===== src/rtl/fhu_pkg.sv =====
package fhu_pkg;

   typedef enum logic [1:0] {
      SEL_RF        = 2'b00,
      SEL_EXMEM_ALU = 2'b01,
      SEL_MEMWB_ALU = 2'b10,
      SEL_MEMWB_LD  = 2'b11
   } fsel_e;

   localparam logic [5:0] OPC_REG   = 6'h00;
   localparam logic [5:0] OPC_LOAD  = 6'h23;
   localparam logic [5:0] OPC_STORE = 6'h2B;
   localparam logic [5:0] OPC_BRZ   = 6'h04;
   localparam logic [5:0] OPC_BRNZ  = 6'h05;
   localparam logic [2:0] OPC_IMM_HI = 3'b001;

   // per-instruction usage class
   typedef struct packed {
      logic rd_rs;      // rs feeds the ALU
      logic rd_rt_alu;  // rt feeds the ALU
      logic rd_rt_sd;   // rt is store data
      logic is_branch;  // rs is the zero-test operand
      logic is_load;    // writes dst from memory
      logic wr_alu;     // writes dst from the ALU
   } cls_t;

   localparam int unsigned NSTG   = 4;
   localparam int unsigned ST_ID  = 0;
   localparam int unsigned ST_EX  = 1;
   localparam int unsigned ST_MEM = 2;
   localparam int unsigned ST_WB  = 3;

   localparam int unsigned NSEL   = 4;
   localparam int unsigned SL_A   = 0;
   localparam int unsigned SL_B   = 1;
   localparam int unsigned SL_Z   = 2;
   localparam int unsigned SL_SD  = 3;

endpackage


===== src/rtl/fhu_decode.sv =====
module fhu_decode
   import fhu_pkg::*;
#(
   parameter int unsigned INSTR_W = 32,
   parameter int unsigned OP_W    = 6,
   parameter int unsigned REG_W   = 5
) (
   input  logic [INSTR_W-1:0] instr,
   output logic [REG_W-1:0]   rs,
   output logic [REG_W-1:0]   rt,
   output logic [REG_W-1:0]   dst,
   output cls_t               cls
);
   localparam int unsigned OP_LSB = INSTR_W - OP_W;
   localparam int unsigned RS_LSB = OP_LSB - REG_W;
   localparam int unsigned RT_LSB = RS_LSB - REG_W;
   localparam int unsigned RD_LSB = RT_LSB - REG_W;

   logic [OP_W-1:0]  opc;
   logic [REG_W-1:0] rd;
   logic             unused_low_bits;

   assign opc = instr[INSTR_W-1:OP_LSB];
   assign rs  = instr[RS_LSB +: REG_W];
   assign rt  = instr[RT_LSB +: REG_W];
   assign rd  = instr[RD_LSB +: REG_W];
   assign unused_low_bits = ^instr[RD_LSB-1:0];

   always_comb begin
      cls = '0;
      dst = '0;
      if (opc == OPC_REG) begin
         cls.rd_rs     = 1'b1;
         cls.rd_rt_alu = 1'b1;
         cls.wr_alu    = 1'b1;
         dst           = rd;
      end else if (opc[OP_W-1:OP_W-3] == OPC_IMM_HI) begin
         cls.rd_rs  = 1'b1;
         cls.wr_alu = 1'b1;
         dst        = rt;
      end else if (opc == OPC_LOAD) begin
         cls.rd_rs   = 1'b1;
         cls.is_load = 1'b1;
         dst         = rt;
      end else if (opc == OPC_STORE) begin
         cls.rd_rs    = 1'b1;
         cls.rd_rt_sd = 1'b1;
      end else if (opc == OPC_BRZ || opc == OPC_BRNZ) begin
         cls.is_branch = 1'b1;
      end
   end

endmodule


===== src/rtl/fhu_src_sel.sv =====
module fhu_src_sel
   import fhu_pkg::*;
#(
   parameter int unsigned REG_W = 5
) (
   input  logic [REG_W-1:0] src,
   input  logic             use_src,
   input  logic [REG_W-1:0] new_dst,
   input  logic             new_alu,
   input  logic             new_ld,
   input  logic [REG_W-1:0] old_dst,
   input  logic             old_alu,
   input  logic             old_ld,
   output logic [1:0]       sel
);
   fsel_e pick;

   always_comb begin
      pick = SEL_RF;
      if (use_src && src != '0) begin
         if ((new_alu || new_ld) && new_dst == src) begin
            // newest writer owns the register; a load there cannot be bypassed
            pick = new_alu ? SEL_EXMEM_ALU : SEL_RF;
         end else if (old_alu && old_dst == src) begin
            pick = SEL_MEMWB_ALU;
         end else if (old_ld && old_dst == src) begin
            pick = SEL_MEMWB_LD;
         end
      end
   end

   assign sel = pick;

endmodule


===== src/rtl/fhu_load_use.sv =====
module fhu_load_use
   import fhu_pkg::*;
#(
   parameter int unsigned REG_W     = 5,
   parameter bit          STORE_FWD = 1'b1
) (
   input  logic [REG_W-1:0] id_rs,
   input  logic [REG_W-1:0] id_rt,
   input  cls_t             id_cls,
   input  logic [REG_W-1:0] ex_dst,
   input  cls_t             ex_cls,
   output logic             stall
);
   logic ld_live;
   logic rs_hit;
   logic rt_hit;
   logic sd_hit;

   assign ld_live = ex_cls.is_load && (ex_dst != '0);
   assign rs_hit  = (id_cls.rd_rs || id_cls.is_branch) && (id_rs == ex_dst);
   assign rt_hit  = id_cls.rd_rt_alu && (id_rt == ex_dst);

   generate
      if (STORE_FWD) begin : g_sd_bypass
         // loaded data reaches the store at the memory stage instead
         assign sd_hit = 1'b0;
      end else begin : g_sd_stall
         assign sd_hit = id_cls.rd_rt_sd && (id_rt == ex_dst);
      end
   endgenerate

   assign stall = ld_live && (rs_hit || rt_hit || sd_hit);

endmodule


===== src/rtl/fwd_hazard_unit.sv =====
module fwd_hazard_unit
   import fhu_pkg::*;
#(
   parameter int unsigned INSTR_W   = 32,
   parameter int unsigned OP_W      = 6,
   parameter int unsigned REG_W     = 5,
   parameter bit          STORE_FWD = 1'b1
) (
   input  logic [INSTR_W-1:0] id_instr,
   input  logic [INSTR_W-1:0] ex_instr,
   input  logic [INSTR_W-1:0] mem_instr,
   input  logic [INSTR_W-1:0] wb_instr,
   output logic [1:0]         ex_sel_a,
   output logic [1:0]         ex_sel_b,
   output logic [1:0]         ex_sel_z,
   output logic [1:0]         ex_sel_sd,
   output logic [1:0]         mem_sel_sd,
   output logic               ld_stall
);
   localparam int FIELD_FLOOR = int'(INSTR_W) - int'(OP_W) - 3 * int'(REG_W);

   generate
      if (OP_W != 6) begin : g_bad_opw
         $error("fwd_hazard_unit: opcode width must be 6");
      end
      if (FIELD_FLOOR < 1) begin : g_bad_fields
         $error("fwd_hazard_unit: instruction too narrow for three register fields");
      end
   endgenerate

   logic [NSTG-1:0][INSTR_W-1:0] stg_instr;
   logic [NSTG-1:0][REG_W-1:0]   dec_rs;
   logic [NSTG-1:0][REG_W-1:0]   dec_rt;
   logic [NSTG-1:0][REG_W-1:0]   dec_dst;
   cls_t [NSTG-1:0]              dec_cls;

   assign stg_instr[ST_ID]  = id_instr;
   assign stg_instr[ST_EX]  = ex_instr;
   assign stg_instr[ST_MEM] = mem_instr;
   assign stg_instr[ST_WB]  = wb_instr;

   generate
      for (genvar g = 0; g < NSTG; g++) begin : g_dec
         fhu_decode #(
            .INSTR_W (INSTR_W),
            .OP_W    (OP_W),
            .REG_W   (REG_W)
         ) u_dec (
            .instr (stg_instr[g]),
            .rs    (dec_rs[g]),
            .rt    (dec_rt[g]),
            .dst   (dec_dst[g]),
            .cls   (dec_cls[g])
         );
      end
   endgenerate

   // execute-stage consumers: operand A, operand B, zero test, store data
   logic [NSEL-1:0][REG_W-1:0] sel_src;
   logic [NSEL-1:0]            sel_use;
   logic [NSEL-1:0][1:0]       sel_out;

   assign sel_src[SL_A]  = dec_rs[ST_EX];
   assign sel_use[SL_A]  = dec_cls[ST_EX].rd_rs;
   assign sel_src[SL_B]  = dec_rt[ST_EX];
   assign sel_use[SL_B]  = dec_cls[ST_EX].rd_rt_alu;
   assign sel_src[SL_Z]  = dec_rs[ST_EX];
   assign sel_use[SL_Z]  = dec_cls[ST_EX].is_branch;
   assign sel_src[SL_SD] = dec_rt[ST_EX];
   assign sel_use[SL_SD] = dec_cls[ST_EX].rd_rt_sd;

   generate
      for (genvar s = 0; s < NSEL; s++) begin : g_sel
         fhu_src_sel #(
            .REG_W (REG_W)
         ) u_sel (
            .src     (sel_src[s]),
            .use_src (sel_use[s]),
            .new_dst (dec_dst[ST_MEM]),
            .new_alu (dec_cls[ST_MEM].wr_alu),
            .new_ld  (dec_cls[ST_MEM].is_load),
            .old_dst (dec_dst[ST_WB]),
            .old_alu (dec_cls[ST_WB].wr_alu),
            .old_ld  (dec_cls[ST_WB].is_load),
            .sel     (sel_out[s])
         );
      end
   endgenerate

   assign ex_sel_a  = sel_out[SL_A];
   assign ex_sel_b  = sel_out[SL_B];
   assign ex_sel_z  = sel_out[SL_Z];
   assign ex_sel_sd = sel_out[SL_SD];

   // memory-stage store data: only a load one ahead can still be pending
   generate
      if (STORE_FWD) begin : g_mem_sd
         fhu_src_sel #(
            .REG_W (REG_W)
         ) u_mem_sd (
            .src     (dec_rt[ST_MEM]),
            .use_src (dec_cls[ST_MEM].rd_rt_sd),
            .new_dst ('0),
            .new_alu (1'b0),
            .new_ld  (1'b0),
            .old_dst (dec_dst[ST_WB]),
            .old_alu (1'b0),
            .old_ld  (dec_cls[ST_WB].is_load),
            .sel     (mem_sel_sd)
         );
      end else begin : g_no_mem_sd
         assign mem_sel_sd = 2'b00;
      end
   endgenerate

   fhu_load_use #(
      .REG_W     (REG_W),
      .STORE_FWD (STORE_FWD)
   ) u_lu (
      .id_rs  (dec_rs[ST_ID]),
      .id_rt  (dec_rt[ST_ID]),
      .id_cls (dec_cls[ST_ID]),
      .ex_dst (dec_dst[ST_EX]),
      .ex_cls (dec_cls[ST_EX]),
      .stall  (ld_stall)
   );

   logic unused_dec;
   assign unused_dec = ^{dec_rs, dec_rt, dec_dst, dec_cls};

endmodule


===== config.mk =====
export PLATFORM = sky130hd
export DESIGN_NAME = fwd_hazard_unit
export DESIGN_NICKNAME = d
export VERILOG_FILES = /design/src/rtl/fhu_pkg.sv /design/src/rtl/fhu_decode.sv /design/src/rtl/fhu_src_sel.sv /design/src/rtl/fhu_load_use.sv /design/src/rtl/fwd_hazard_unit.sv
export SDC_FILE = /design/constraint.sdc
export NUM_CORES = 1
export LEC_CHECK = 0
export BUFFER_PORTS_ARGS = -buffer_cell sky130_fd_sc_hd__buf_2
export CELL_PAD_IN_SITES_DETAIL_PLACEMENT = 0
export CELL_PAD_IN_SITES_GLOBAL_PLACEMENT = 1
export CORE_ASPECT_RATIO = 0.6
export CORE_MARGIN = 3
export CORE_UTILIZATION = 26
export DETAILED_ROUTE_END_ITERATION = 7
export PLACE_DENSITY_LB_ADDON = 0.1
export SLEW_MARGIN = 20
export SYNTH_ARGS = -nofsm -noshare
export SYNTH_HDL_FRONTEND = slang
export SYNTH_SLANG_ARGS = --single-unit

===== constraint.sdc =====
create_clock -name vclk -period 7.9
set_input_delay 1.58 -clock vclk [all_inputs]
set_output_delay 1.58 -clock vclk [all_outputs]
set_load 0.01 [all_outputs]

# [Word-level counts from Yosys, hierarchy flattened]
# Cells that the tools add are included.
[op_classes] n_eq_ne=24 mux=58 reduce_logical=30
[op_table] cell="5-bit two-way mux" count=9
[op_table] cell="6-bit equality test (second input constant)" count=7
[op_table] cell="6-bit by 3-bit equality test with 1-bit output (second input constant)" count=6
[op_table] cell="5-bit equality test" count=7
[op_table] cell="2-bit two-way mux" count=16
[op_table] cell="1-bit two-way mux" count=29
[op_table] cell="6-bit zero test" count=4
[op_table] cell="5-bit nonzero test" count=4
[op_table] cell="1-bit logical AND" count=16
[op_table] cell="3-bit by 1-bit equality test with 1-bit output (second input constant)" count=4
[op_table] cell="3-bit two-way mux" count=4
[op_table] cell="1-bit logical OR" count=6
[word_totals] ff_bits=0 word_cells=112

# [Logic depth before layout (Yosys ltp)]
[depth] depth_word=11 depth_mapped=9

# [Modules after synthesis]
# A second synthesis with hierarchy kept.
[hier_totals] cells_unflattened=245 hier_area_um2=1861.8
[modules_own_cells] mod="fhu_decode" n_inst=4 cells_per_inst=28 area_each_um2=217.7
[modules_own_cells] mod="fhu_src_sel" n_inst=5 cells_per_inst=23 area_each_um2=170.2
[modules_own_cells] mod="fhu_load_use" n_inst=1 cells_per_inst=17 area_each_um2=136.4
[modules_own_cells] mod="fwd_hazard_unit" n_inst=1 cells_per_inst=1 area_each_um2=3.8

# [Worst setup path before layout]
# Ideal clock, no wire load.
[synth_path] path_kind="in2out" start="input port wb_instr[31]" end="output port mem_sel_sd[1]" arrival_ns=3.504 required_time_ns=6.320 setup_slack_ns=2.816 stages=8 n_path_buf=2 cell_sequence="clkbuf_1 -> nor4_2 -> and2_1 -> a21boi_1 -> mux2_2 -> a2bb2oi_1 -> nor4_1 -> buf_4"
[synth_between] elab_chain_cells=8 word_cells_on_any_way=13 cone_classes="3 x eq/ne; 8 x mux; 2 x reduce/logical"
[synth_lines] element="from (decl)" line_no="fwd_hazard_unit.sv:12" source="input logic [INSTR_W-1:0] wb_instr,"
[synth_lines] element="6-bit equality test" line_no="fhu_decode.sv:41" source="end else if (opc == OPC_LOAD) begin"
[synth_lines] element="5-bit two-way mux" line_no="fhu_decode.sv:41"
[synth_lines] element="5-bit two-way mux" line_no="fhu_decode.sv:37" source="end else if (opc[OP_W-1:OP_W-3] == OPC_IMM_HI) begin"
[synth_lines] element="5-bit two-way mux" line_no="fhu_decode.sv:32" source="if (opc == OPC_REG) begin"
[synth_lines] element="5-bit equality test"
[synth_lines] element="1-bit logical AND *" line_no="fhu_src_sel.sv:26" source="end else if (old_ld && old_dst == src) begin"
[synth_lines] element="2-bit two-way mux *" line_no="fhu_src_sel.sv:26"
[synth_lines] element="2-bit two-way mux *" line_no="fhu_src_sel.sv:20" source="if (use_src && src != '0) begin"
[synth_lines] element="to (decl)" line_no="fwd_hazard_unit.sv:17" source="output logic [1:0] mem_sel_sd,"
# Every way passes the cells marked *; elsewhere a longest branch is shown, timed or not.

# [Worst setup path in the final report]
[layout_path] start="input port wb_instr[29]" end="output port ex_sel_a[1]"
[layout_between] elab_chain_cells=10 word_cells_on_any_way=18 cone_classes="3 x eq/ne; 12 x mux; 3 x reduce/logical"
[layout_lines] element="6-bit equality test" line_no="fhu_decode.sv:41"
[layout_lines] element="5-bit two-way mux" line_no="fhu_decode.sv:41"
[layout_lines] element="5-bit two-way mux" line_no="fhu_decode.sv:37"
[layout_lines] element="5-bit two-way mux" line_no="fhu_decode.sv:32"
[layout_lines] element="5-bit equality test" line_no="fhu_src_sel.sv:24, fhu_src_sel.sv:26"
[layout_lines] element="1-bit logical AND" line_no="fhu_src_sel.sv:26"
[layout_lines] element="2-bit two-way mux" line_no="fhu_src_sel.sv:26"
[layout_lines] element="2-bit two-way mux *" line_no="fhu_src_sel.sv:24" source="end else if (old_alu && old_dst == src) begin"
[layout_lines] element="2-bit two-way mux *" line_no="fhu_src_sel.sv:21" source="if ((new_alu || new_ld) && new_dst == src) begin"
[layout_lines] element="2-bit two-way mux *" line_no="fhu_src_sel.sv:20"
[layout_lines] element="to (decl)" line_no="fwd_hazard_unit.sv:13" source="output logic [1:0] ex_sel_a,"
# Marked as above.

==> run summary <==
Setup WS pre-CTS -> 2.309 ns
hold_ws -> 3.497 ns
simple-gate portion of the synthesized area -> 0.5320
Final nets -> 432
CP arrival -> 3.98 ns
Peak supply drop -> 0.01419 mV
crit end category -> primary output
Reg area -> 0 um2
measured slew at the worst slew-check pin -> 0.9127 ns
Resized cells post-CTS -> 0
worst min-delay path class -> primary input to primary output
RD Place Congestion -> 0.8427
row count -> 20
max incr delay on CP -> 0.72 ns
largest net degree at the start of global routing -> 18
Seq cells -> 0
post-synthesis sequential area ratio -> 0
dpl cell area -> 1964 um2
vias in the first global route -> 1,878
core area -> 5330 um2
Post-Synthesis Cells -> 230
slew margin rel. -> 0.3893
complex-gate fraction of the synthesized area -> 0.3250
synth unique cells -> 58
# IOs -> 139
unrepaired setup endpoints after global routing -> no
DR vias -> 2,082
drt pass-1 iters -> 4
Area growth syn-to-layout -> 30.51%
# hold bufs at CTS -> 0
Setup CP Type -> primary input to primary output
first-pass GRT wire length -> 9839 um
worst-path cell chain -> buf_2 > nor2_1 > and4b_1 > o21ai_0 > a221oi_2 > nand2_1 > nor4_2 > buf_2
Worst Path Max Fanout -> 17
initial antenna violation count -> 0
GRT Util Overall -> 0.1752
Ys Warns -> 0
global route overflow -> 0
Crit path top cell by count -> buf_2
post-route clock period utilization -> 0.7035
WL final -> 6064 um
post-DP HPWL -> 5282 um
Post-Synth Adder-Cell Area -> 0
status -> completed
multiplexer share of the synthesized area -> 0.01413
largest family of logic cells by synthesized area -> simple AND/OR/NAND/NOR gates
Max Fclk -> 179.9 MHz
overall power -> 76.43 uW
minimum clock period -> 5.558 ns
Setup Viol. Count Final -> 0
Cell Area, Synth -> 1505 um2
PwrDens -> 38.91 nW/um2
Port Buf Inserts -> 80
max cap viols -> 0
Antenna Violating Nets Remaining -> 0
layout cells sized above 1 -> 0.3245
die height -> 64.94 um
Synth Area in XOR/XNOR -> 0.08146
Starting Density -> 0.2824
slowest stage cell, crit path -> nor2_1
CLK BUF -> 0
Die Area -> 6768 um2
leakage power -> 0.8137 nW
antenna fix cells -> 0
drt drc -> 0
DR WL/cell -> 16.00 um
Pins Over Slew Limit -> 0
Sum Neg Setup Slack -> 0 ns
Mean Syn Cell Area -> 6.544 um2
fin worst setup slack -> 2.342 ns
CP startpoint kind -> primary input
First DRT Iteration DRCs -> 135
Final Cell Area -> 1964 um2
vias per cell -> 5.493
post-CTS setup buffer count -> 0
die outline width -> 104.2 um
CP required -> 6.32 ns
Syn Nets -> 358
final hold vios -> 0
## report_power, final
group / switching [mW] / internal, mW
sequential: 0 / 0
clock: 0 / 0
combinational: 0.0428 / 0.0336
total: 0.0428 / 0.0336
## synthesized netlist by cell type (4+ instances only)
cell type / instances / area share
nor2_1: 17 / 0.042
a21oi_1: 15 / 0.050
nand2_1: 15 / 0.037
nand3_1: 15 / 0.050
a31oi_1: 11 / 0.046
nor3_1: 11 / 0.037
nor4_1: 8 / 0.033
o21ai_0: 8 / 0.027
xnor2_1: 8 / 0.047
and2_1: 7 / 0.029
and3_1: 7 / 0.029
clkbuf_1: 7 / 0.017
inv_1: 7 / 0.017
xor2_1: 6 / 0.035
and4_1: 5 / 0.029
or3_1: 5 / 0.021
nand2b_1: 4 / 0.017
nor4bb_1: 4 / 0.027
or3b_2: 4 / 0.023
## final cells by class
type | instances | area [um2]
timing repair buffer | 81 | 407.9
multi-input combinational | 214 | 1434
tap | 77 | 96.34
inverter | 7 | 26.28
fill | 613 | 3366
## cell usage in the layout, fill, tap and decap left out, drive strengths merged, types with 3 or more instances in the layout
cell / count
o21ai: 8
a221oi: 3
xor2: 6
xnor2: 8
or3: 5
o2111ai: 3
nand2b: 4
a21boi: 3
nor4bb: 4
inv: 7
nand4b: 3
buf: 81
and4b: 3
o211ai: 3
or4: 3
nor4: 11
and3: 7
nor2: 17
and4: 5
a21oi: 15
a21o: 3
a31oi: 11
a2111oi: 3
and2: 7
or3b: 5
o21a: 3
and4bb: 3
nand2: 15
nand3: 15
nor3: 12
## path summary, 6_finish.rpt
kind	start	endpoint	slack [ns]	cells after the start
min	id_instr[30]	ld_stall	3.50	5
max	wb_instr[29]	ex_sel_a[1]	2.34	8
## worst max-delay path, delay by kind of cell
family	cells	cell delay [ns]
AND/OR/NAND/NOR	4	1.58
AO/OA/AOI/OAI	2	0.47
buffers and inverters	2	0.34
## cells by family (layout without fill, tap and decap cells)
logic type,count (synthesis),count (layout)
buffers and inverters,16,88
XOR/XNOR,14,14
AND/OR/NAND/NOR,128,128
multiplexers,2,2
AO/OA/AOI/OAI,70,70
## metal layers
metal / up-vias / GRT usage / routed length (um)
met4: 0 / 0 / 0
met3: 0 / 0.04179 / 625
li1: 1075 / - / -
met1: 915 / 0.2893 / 3380
met2: 92 / 0.2306 / 2058
met5: - / 0 / 0
## per-stage QoR
stage,utilization,instances
floorplan,-,230
global placement,0.3685,379
detailed placement,0.3685,379
CTS,0.3685,379
global route,0.3685,379
finish,0.3685,379
Power figures use the tool's default switching activity.
